**src/rtl/bloom_pkg.sv**
```systemverilog
package bloom_pkg;
  localparam int unsigned ADDR_W_DEF   = 16;
  localparam int unsigned VEC_W_DEF    = 16;
  localparam int unsigned NUM_HASH_DEF = 3;
  localparam int unsigned ROT_STEP_DEF = 5;

  // per-hash mixing constant, golden-ratio multiples
  function automatic logic [31:0] hash_salt(input int unsigned k);
    return 32'h9E3779B9 * (k + 32'd1);
  endfunction
endpackage

```
**src/rtl/bloom_hash.sv**
```systemverilog
module bloom_hash
  import bloom_pkg::*;
#(
  parameter int unsigned ADDR_W   = ADDR_W_DEF,
  parameter int unsigned IDX_W    = 4,
  parameter int unsigned SEL      = 0,
  parameter int unsigned ROT_STEP = ROT_STEP_DEF
) (
  input  logic [ADDR_W-1:0] addr_i,
  output logic [IDX_W-1:0]  idx_o
);
  localparam int unsigned ROT    = (SEL * ROT_STEP) % ADDR_W;
  localparam int unsigned CHUNKS = (ADDR_W + IDX_W - 1) / IDX_W;
  localparam int unsigned PAD_W  = CHUNKS * IDX_W;
  localparam logic [31:0] SALT_FULL = hash_salt(SEL);
  localparam logic [ADDR_W-1:0] SALT = SALT_FULL[ADDR_W-1:0];

  logic [ADDR_W-1:0] rot_addr;
  logic [PAD_W-1:0]  mixed;

  generate
    if (ROT == 0) begin : g_norot
      assign rot_addr = addr_i;
    end else begin : g_rot
      assign rot_addr = {addr_i[ADDR_W-1-ROT:0], addr_i[ADDR_W-1:ADDR_W-ROT]};
    end
  endgenerate

  assign mixed = PAD_W'(rot_addr ^ SALT);

  always_comb begin
    idx_o = '0;
    for (int c = 0; c < CHUNKS; c++) idx_o ^= mixed[c*IDX_W +: IDX_W];
  end
endmodule

```
**src/rtl/bloom_store.sv**
```systemverilog
module bloom_store #(
  parameter int unsigned VEC_W = 16
) (
  input  logic             clk_i,
  input  logic             rst_ni,
  input  logic             clr_i,
  input  logic             set_en_i,
  input  logic [VEC_W-1:0] set_mask_i,
  output logic [VEC_W-1:0] bits_o
);
  always_ff @(posedge clk_i or negedge rst_ni) begin
    if (!rst_ni)       bits_o <= '0;
    else if (clr_i)    bits_o <= '0;          // clear wins over insert
    else if (set_en_i) bits_o <= bits_o | set_mask_i;
  end

  AST_NO_BIT_LOSS: assert property (@(posedge clk_i) disable iff (!rst_ni)
    !clr_i |=> ((bits_o & $past(bits_o)) == $past(bits_o)));
  AST_INSERT_SETS: assert property (@(posedge clk_i) disable iff (!rst_ni)
    (set_en_i && !clr_i) |=> ((bits_o & $past(set_mask_i)) == $past(set_mask_i)));
  AST_CLEAR_ZERO: assert property (@(posedge clk_i) disable iff (!rst_ni)
    clr_i |=> (bits_o == '0));
endmodule

```
**src/rtl/bloom_probe.sv**
```systemverilog
module bloom_probe #(
  parameter int unsigned VEC_W = 16
) (
  input  logic             clk_i,
  input  logic             rst_ni,
  input  logic             valid_i,
  input  logic [VEC_W-1:0] bits_i,
  input  logic [VEC_W-1:0] mask_i,
  output logic             hit_o
);
  logic hit_d;
  // every selected bit must be set
  assign hit_d = &(bits_i | ~mask_i);

  always_ff @(posedge clk_i or negedge rst_ni) begin
    if (!rst_ni)      hit_o <= 1'b0;
    else if (valid_i) hit_o <= hit_d;
  end

  AST_HIT_HOLD: assert property (@(posedge clk_i) disable iff (!rst_ni)
    !valid_i |=> $stable(hit_o));
  AST_EMPTY_MISS: assert property (@(posedge clk_i) disable iff (!rst_ni)
    (valid_i && bits_i == '0) |=> !hit_o);
endmodule

```
**src/rtl/bloom_filter.sv**
```systemverilog
module bloom_filter
  import bloom_pkg::*;
#(
  parameter int unsigned ADDR_W   = ADDR_W_DEF,
  parameter int unsigned VEC_W    = VEC_W_DEF,
  parameter int unsigned NUM_HASH = NUM_HASH_DEF,
  parameter int unsigned ROT_STEP = ROT_STEP_DEF
) (
  input  logic              clk_i,
  input  logic              rst_ni,
  input  logic              clr_i,
  input  logic              ins_valid_i,
  input  logic [ADDR_W-1:0] ins_addr_i,
  input  logic              tst_valid_i,
  input  logic [ADDR_W-1:0] tst_addr_i,
  output logic              hit_o
);
  localparam int unsigned IDX_W = $clog2(VEC_W);

  logic [NUM_HASH-1:0][IDX_W-1:0] ins_idx, tst_idx;
  logic [VEC_W-1:0] ins_mask, tst_mask, bits;

  for (genvar k = 0; k < NUM_HASH; k++) begin : g_hash
    bloom_hash #(.ADDR_W(ADDR_W), .IDX_W(IDX_W), .SEL(k), .ROT_STEP(ROT_STEP)) u_ins_hash (
      .addr_i(ins_addr_i), .idx_o(ins_idx[k]));
    bloom_hash #(.ADDR_W(ADDR_W), .IDX_W(IDX_W), .SEL(k), .ROT_STEP(ROT_STEP)) u_tst_hash (
      .addr_i(tst_addr_i), .idx_o(tst_idx[k]));
  end

  always_comb begin
    ins_mask = '0;
    tst_mask = '0;
    for (int k = 0; k < NUM_HASH; k++) begin
      ins_mask[ins_idx[k]] = 1'b1;
      tst_mask[tst_idx[k]] = 1'b1;
    end
  end

  bloom_store #(.VEC_W(VEC_W)) u_store (
    .clk_i(clk_i), .rst_ni(rst_ni), .clr_i(clr_i),
    .set_en_i(ins_valid_i), .set_mask_i(ins_mask), .bits_o(bits));

  // probe reads the pre-update vector: same-cycle insert/clear not visible
  bloom_probe #(.VEC_W(VEC_W)) u_probe (
    .clk_i(clk_i), .rst_ni(rst_ni), .valid_i(tst_valid_i),
    .bits_i(bits), .mask_i(tst_mask), .hit_o(hit_o));

  AST_MASK_WEIGHT: assert property (@(posedge clk_i) disable iff (!rst_ni)
    ($countones(ins_mask) >= 1) && ($countones(ins_mask) <= NUM_HASH));
  AST_SELF_HIT: assert property (@(posedge clk_i) disable iff (!rst_ni)
    (ins_valid_i && !clr_i && tst_valid_i && ins_addr_i == tst_addr_i) ##1
    (tst_valid_i && $past(tst_addr_i) == tst_addr_i && !clr_i) |=> hit_o);
endmodule

```
**config.mk**
```make
export PLATFORM = sky130hd
export DESIGN_NAME = bloom_filter
export DESIGN_NICKNAME = d
export VERILOG_FILES = /design/src/rtl/bloom_pkg.sv /design/src/rtl/bloom_hash.sv /design/src/rtl/bloom_store.sv /design/src/rtl/bloom_probe.sv /design/src/rtl/bloom_filter.sv
export SDC_FILE = /design/constraint.sdc
export NUM_CORES = 1
export LEC_CHECK = 0
export ABC_AREA = 1
export ABC_CLOCK_PERIOD_IN_PS = 1320
export BUFFER_PORTS_ARGS = -buffer_cell sky130_fd_sc_hd__buf_2
export CAP_MARGIN = 20
export CORE_MARGIN = 10
export CORE_UTILIZATION = 50
export CTS_BUF_LIST = sky130_fd_sc_hd__clkbuf_4 sky130_fd_sc_hd__clkbuf_8 sky130_fd_sc_hd__clkbuf_16
export DETAILED_ROUTE_END_ITERATION = 10
export PLACE_DENSITY = 0.75
export SLEW_MARGIN = 20
export SYNTH_ARGS = -nofsm -noshare
export SYNTH_HDL_FRONTEND = slang
export SYNTH_SLANG_ARGS = --single-unit
```
**constraint.sdc**
```tcl
create_clock -name clk_i -period 1.32 [get_ports clk_i]
set_input_delay 0.132 -clock clk_i [delete_from_list [all_inputs] [get_ports clk_i]]
set_output_delay 0.132 -clock clk_i [all_outputs]
set_load 0.02 [all_outputs]
```
==> results of run 1 <==
## routing by layer
metal | part of all wire [%] | vias up
met4 | 1.4 | 0
met3 | 5.5 | 7
met2 | 50 | 51
li1 | - | 916
met5 | 0 | -
met1 | 43 | 802
## critical path, stage by stage
cell     delay (ns)
buf_2          0.10
xnor2_1        0.25
xnor2_2        0.14
buf_4          0.18
inv_2          0.05
nand2_1        0.09
inv_2          0.05
a21oi_2        0.15
nand2_1        0.06
nand2_1        0.08
a21oi_2        0.06
## repair_timing
action | 4_1_cts | 5_1_grt
buffers inserted | 0 | 5
gates resized for setup | 0 | 28
hold endpoints to repair | 17 | 0
hold buffers | 1 | 0
setup endpoints to repair | 0 | 2
## layout make-up
cell class / count / area [um^2] / area share [%]
Timing Repair Buffer: 62 / 390 / 18.5
Inverter: 44 / 165 / 7.84
Tap cell: 44 / 55.1 / 2.61
Sequential cell: 17 / 425 / 20.2
Clock buffer: 3 / 22.5 / 1.07
Multi-Input combinational cell: 196 / 1040 / 49.5
Clock inverter: 1 / 5.00 / 0.238
## placed cells by master (no fill, tap or decap)
master,instances
xnor2_2,4
nor2_1,18
xor2_1,2
dfrtp_1,17
clkinv_2,1
xnor2_1,4
nand2_4,2
xor2_2,4
nand3_2,2
nand4_1,2
buf_2,34
nand3_1,14
inv_1,32
nor2_4,1
nor2_2,8
nand2_2,11
o2111ai_1,1
dlygate4sd3_1,1
nand3b_1,1
a31oi_1,2
a21oi_2,5
buf_4,25
a21oi_1,11
clkbuf_4,3
o21ai_1,7
nand2_1,95
inv_2,12
nor3_2,1
o211ai_1,1
buf_6,2
## stage by stage
step	utilization, %	setup slack [ns]
after floorplan	-	0.0490
after global placement	64.0	-0.173
after detailed placement	64.0	-0.181
after CTS	65.2	0.124
after global routing	69.0	-0.0338
final	69.0	0.144
## sequential cells by signal, summed over array words and instances, names as in the netlist
register	cells
u_store.bits_o	16
u_probe.hit_o	1
## kinds of logic (layout without fill, tap and decap cells)
family | Yosys count | in the layout | synth area share (%)
AND/OR/NAND/NOR | 155 | 155 | 40.3
XOR/XNOR | 14 | 14 | 11.5
buffers and inverters | 48 | 110 | 11.4
flip-flops | 17 | 17 | 26.8
AO/OA/AOI/OAI | 27 | 27 | 10.0
## report_power, final
group | internal [mW] | switching [mW]
Sequential | 0.583 | 0.0204
Clock | 0.113 | 0.162
Combinational | 0.458 | 0.602
## final timing paths
path | endpoint | slack (ns) | cells past startpoint
max reg2reg | u_probe.hit_o$_DFFE_PN0P_ | 0.28 | 8
max | u_store.bits_o[5]$_DFFE_PN0P_ | 0.14 | 11
min in group asynchronous | u_store.bits_o[8]$_DFFE_PN0P_ | 0.27 | 2
max in group asynchronous | u_store.bits_o[11]$_DFFE_PN0P_ | 0.78 | 2
min | u_probe.hit_o$_DFFE_PN0P_ | 0.09 | 4
min reg2reg | u_probe.hit_o$_DFFE_PN0P_ | 0.47 | 2
## cells in the mapped netlist (2+ instances only)
cell type / number / area (um^2)
xor2_1: 2 / 17.5
xnor2_2: 4 / 65.1
a21oi_1: 12 / 60.1
a31oi_1: 2 / 12.5
clkbuf_1: 2 / 7.51
a21oi_2: 4 / 35.0
nand2_1: 107 / 402
nor2_1: 25 / 93.8
xnor2_1: 4 / 35.0
xor2_2: 4 / 65.1
inv_2: 11 / 41.3
inv_1: 33 / 124
nand3_1: 14 / 70.1
nand4_1: 2 / 12.5
o21ai_1: 6 / 30.0
nand3_2: 2 / 20.0
dfrtp_1: 17 / 425
==> flow_summary.json, run 1 <==
{
  "synthCells": 261,
  "grt_pass1_wl_mm": 6.81,
  "crit_fanout": 7,
  "fin_skew_ns": 0.00419,
  "row_count": 20,
  "dp_hpwl_mm": 3.25,
  "wl_per_cell_um": 11.2,
  "h-tree-depth": 1,
  "fin_setup_tns_ns": 0,
  "max_freq_mhz": 851,
  "rsz0062_at_grt": "yes",
  "relSlewSlack_pct": 75.2,
  "worstPathArrival_ns": 1.35,
  "regToRegStartpoint": "u_store.bits_o[0]$_DFFE_PN0P_",
  "worst_setup_path_end_kind": "register",
  "grt_use_met3_pct": 3.18,
  "dpl_cell_area_um2": 1950,
  "stdcell_count": 367,
  "seq_area_frac_synth_pct": 26.8,
  "drtPass1Iterations": 4,
  "hold_slack_ns": 0.0931,
  "synth_edf_count": 0,
  "dieWidth_um": 76.4,
  "ys_types": 27,
  "cp.required_ns": 1.50,
  "min_period_over_period_pct": 89.1,
  "vias": 1776,
  "core_region_area_um2": 3050,
  "io_pins": 38,
  "initial_utilization_pct": 52.0,
  "finalSetupViolations": 0,
  "final_net_count": 361,
  "drcViolationCount": 0,
  "synth_nets": 298,
  "globalplace.congestion": 0.926,
  "syn_to_final_growth_pct": 32.6,
  "fillerInstances": 303,
  "cts_num_sinks": 17,
  "drive_gt1_share_pct": 35.6,
  "synthArstFlopShare_pct": 100,
  "vias_per_cell": 4.84,
  "finalHoldViolCount": 0,
  "cts_max_path_buffers": 2,
  "netlist_area_um2": 1590,
  "die-area_um2": 5830,
  "crit_start": "ins_addr_i[7]",
  "p_per_area_nw_per_um2": 920,
  "gr-usage-met2_pct": 23.6,
  "cts_buffers": 3,
  "post-place-cells": 357,
  "synth_warnings": 0,
  "tightestPinTransition_ns": 0.371,
  "path_clk_slew_ns": 0.10,
  "fp.dieH_um": 76.4,
  "power_mw": 1.94,
  "overflow": 0,
  "min-delay-start": "tst_valid_i",
  "gr-usage-all-layers_pct": 13.4,
  "cts_tree": "built",
  "synth.avg_cell_area_um2": 6.08,
  "antenna_left": 0,
  "cp-start-kind": "input port",
  "grt-busiest-layer": "met2",
  "ys.flop_type": "dfrtp_1",
  "path_class": "input port to register",
  "max-vdd-ir-drop_mv": 0.559,
  "status": "complete, no violations",
  "diodes": 0,
  "hp-class": "input port to register",
  "grt_max_degree": 18,
  "drv_slew": 0,
  "drtIter0Drc": 135,
  "maxCapViolCount": 0,
  "leakagePower_nw": 1.20,
  "wirelength_mm": 4.10,
  "grt_pass1_vias": 1668,
  "port_buffers": 37,
  "clkLatencyLatePin_ns": 0.29,
  "clockRootBuffer": "clkbuf_4",
  "grtUsageMet1_pct": 15.1,
  "period_minus_slack_ns": 1.18,
  "ys_ff_latch": 17,
  "final_area_um2": 2110,
  "antenna_found_initial": 0
}
(Power assumes the default switching activity.)
==> run 2: changes to the inputs <==
--- a/config.mk
+++ b/config.mk
@@ -9,6 +9,7 @@
 export ABC_CLOCK_PERIOD_IN_PS = 1320
 export BUFFER_PORTS_ARGS = -buffer_cell sky130_fd_sc_hd__buf_2
 export CAP_MARGIN = 20
+export CORE_ASPECT_RATIO = 1.25
 export CORE_MARGIN = 10
 export CORE_UTILIZATION = 50
 export CTS_BUF_LIST = sky130_fd_sc_hd__clkbuf_4 sky130_fd_sc_hd__clkbuf_8 sky130_fd_sc_hd__clkbuf_16
==> run 2 against run 1 <==
Sequential power barely moved. Die area rose by 0.24%. Global-route usage fell by 0.15 points. Clock power barely moved. Cell count fell by 2.5%. Flip-flop and latch count did not move. Highest routed layer unchanged.
==> flow_summary.json, run 2 (synthesis results as in run 1) <==
{
  "min_to": "u_probe.hit_o$_DFFE_PN0P_",
  "antenna_left": 0,
  "p_per_area_nw_per_um2": 928,
  "wirelength_mm": 3.88,
  "fp.dieH_um": 83.0,
  "tightestPinTransition_ns": 0.409,
  "final_cell_mix": "nand2_1 (104), buf_2 (37), inv_1 (33)",
  "regMostFlops": "u_store.bits_o",
  "drv_slew": 0,
  "max-vdd-ir-drop_mv": 0.632,
  "antenna_found_initial": 0,
  "cp-start-kind": "input port",
  "drtPass1Iterations": 4,
  "vias_per_cell": 4.79,
  "reg2reg_depth": 8,
  "io_pins": 38,
  "finalHoldViolCount": 0,
  "h-tree-depth": 1,
  "diodes": 0,
  "hp-class": "input port to register",
  "drive_gt1_share_pct": 31.4,
  "gr-usage-all-layers_pct": 13.3,
  "port_buffers": 37,
  "worstPathArrival_ns": 1.37,
  "max_freq_mhz": 841,
  "path_clk_slew_ns": 0.10,
  "relSlewSlack_pct": 72.6,
  "cts_num_sinks": 17,
  "grt_pass1_vias": 1678,
  "path_class": "input port to register",
  "r2r_slack_ns": 0.31,
  "period_minus_slack_ns": 1.19,
  "cts_max_path_buffers": 2,
  "post-place-cells": 351,
  "status": "complete, no violations",
  "crit_fanout": 7,
  "largest_register_ffs": 16,
  "vias": 1714,
  "dieWidth_um": 70.4,
  "worst_setup_path_end_kind": "register",
  "core_region_area_um2": 3000,
  "initial_utilization_pct": 52.9,
  "globalplace.congestion": 0.924,
  "finalSetupViolations": 0,
  "layout_commonest_cell": "nand2_1",
  "maxCapViolCount": 0,
  "cts_buffers": 3,
  "regToRegStartpoint": "u_store.bits_o[0]$_DFFE_PN0P_",
  "min_period_over_period_pct": 90.1,
  "top_regs": "u_store.bits_o x16, u_probe.hit_o x1",
  "wl_per_cell_um": 10.8,
  "overflow": 0,
  "row_count": 22,
  "dp_hpwl_mm": 3.28,
  "r2r-end": "u_probe.hit_o$_DFFE_PN0P_",
  "fin_ws_ns": 0.131,
  "final_net_count": 360,
  "syn_to_final_growth_pct": 28.1,
  "power_mw": 1.89,
  "stdcell_count": 358,
  "clkLatencyLatePin_ns": 0.30,
  "place_ws_ns": -0.201,
  "hold_slack_ns": 0.0775,
  "min-delay-start": "tst_valid_i",
  "drtIter0Drc": 57,
  "leakagePower_nw": 1.19,
  "die-area_um2": 5840,
  "hold_path_depth": 4,
  "clockRootBuffer": "clkbuf_4",
  "grt_max_degree": 18,
  "cp.required_ns": 1.50,
  "cts_tree": "built",
  "drcViolationCount": 0,
  "fin_skew_ns": 0.0103,
  "fillerInstances": 299,
  "grt_pass1_wl_mm": 6.81
}
run 2: cell types whose count changed in the layout (fill, tap and decap cells not counted), sizes merged:
cell and change:
buf -1
run 2: timing repair:
| action | in CTS | in global routing |
|---|---|---|
| gates resized for setup | 0 | 8 |
| endpoints found under the setup margin | 0 | 1 |
| setup buffers | 0 | 2 |
| hold endpoints to repair | 17 | 0 |
| hold buffers | 1 | 0 |
run 2: report_power, final:
group          switching, mW  internal (mW)  leakage, nW
Clock                  0.165          0.113       0.0177
Combinational          0.574          0.431        0.939
Sequential            0.0216          0.583        0.232
Total                  0.760           1.13         1.19
run 2: per-stage QoR:
stage / TNS (ns) / cell area, um^2 / util (%)
after floorplan: 0 / 1590 / -
after global placement: -1.67 / 1960 / 65.3
after detailed placement: -1.94 / 1960 / 65.3
after CTS: 0 / 2000 / 66.6
after global routing: -0.0170 / 2030 / 67.8
final: 0 / 2030 / 67.8
run 2: worst max path at each step:
stage	slack, ns	start	to	depth (start not counted)
5_1_grt	-0.02	tst_addr_i[7]	u_probe.hit_o$_DFFE_PN0P_	17
3_3_place_gp	-0.18	ins_addr_i[7]	u_store.bits_o[10]$_DFFE_PN0P_	10
4_1_cts	0.11	ins_addr_i[7]	u_store.bits_o[10]$_DFFE_PN0P_	10
2_1_floorplan	0.05	ins_addr_i[3]	u_store.bits_o[10]$_DFFE_PN0P_	9
3_5_place_dp	-0.20	ins_addr_i[7]	u_store.bits_o[10]$_DFFE_PN0P_	10
6_report	0.13	ins_addr_i[7]	u_store.bits_o[10]$_DFFE_PN0P_	10
run 2: layout make-up:
class	instances	area, um^2	area share (%)
clock buffer	3	22.5	1.11
clock inverter	1	5.00	0.246
inverter	44	165	8.12
multi-input combinational	196	1000	49.3
sequential	17	425	20.9
tap	36	45.0	2.22
timing repair buffer	61	368	18.1
run 2: worst max-delay path: stages:
cell,delay (ns)
buf_2,0.10
xnor2_1,0.15
xnor2_2,0.38
inv_2,0.06
nand2_1,0.11
inv_2,0.05
a21oi_2,0.17
nand2_1,0.07
nand2_1,0.07
a21oi_2,0.05
run 2: metal layers:
layer | track usage [%] | share of wire (%) | up-vias
met2 | 24.1 | 55 | 39
met1 | 13.6 | 38 | 747
met4 | 7.89 | 2.6 | 0
li1 | - | - | 917
met3 | 2.14 | 4.3 | 11
met5 | 0 | 0 | -
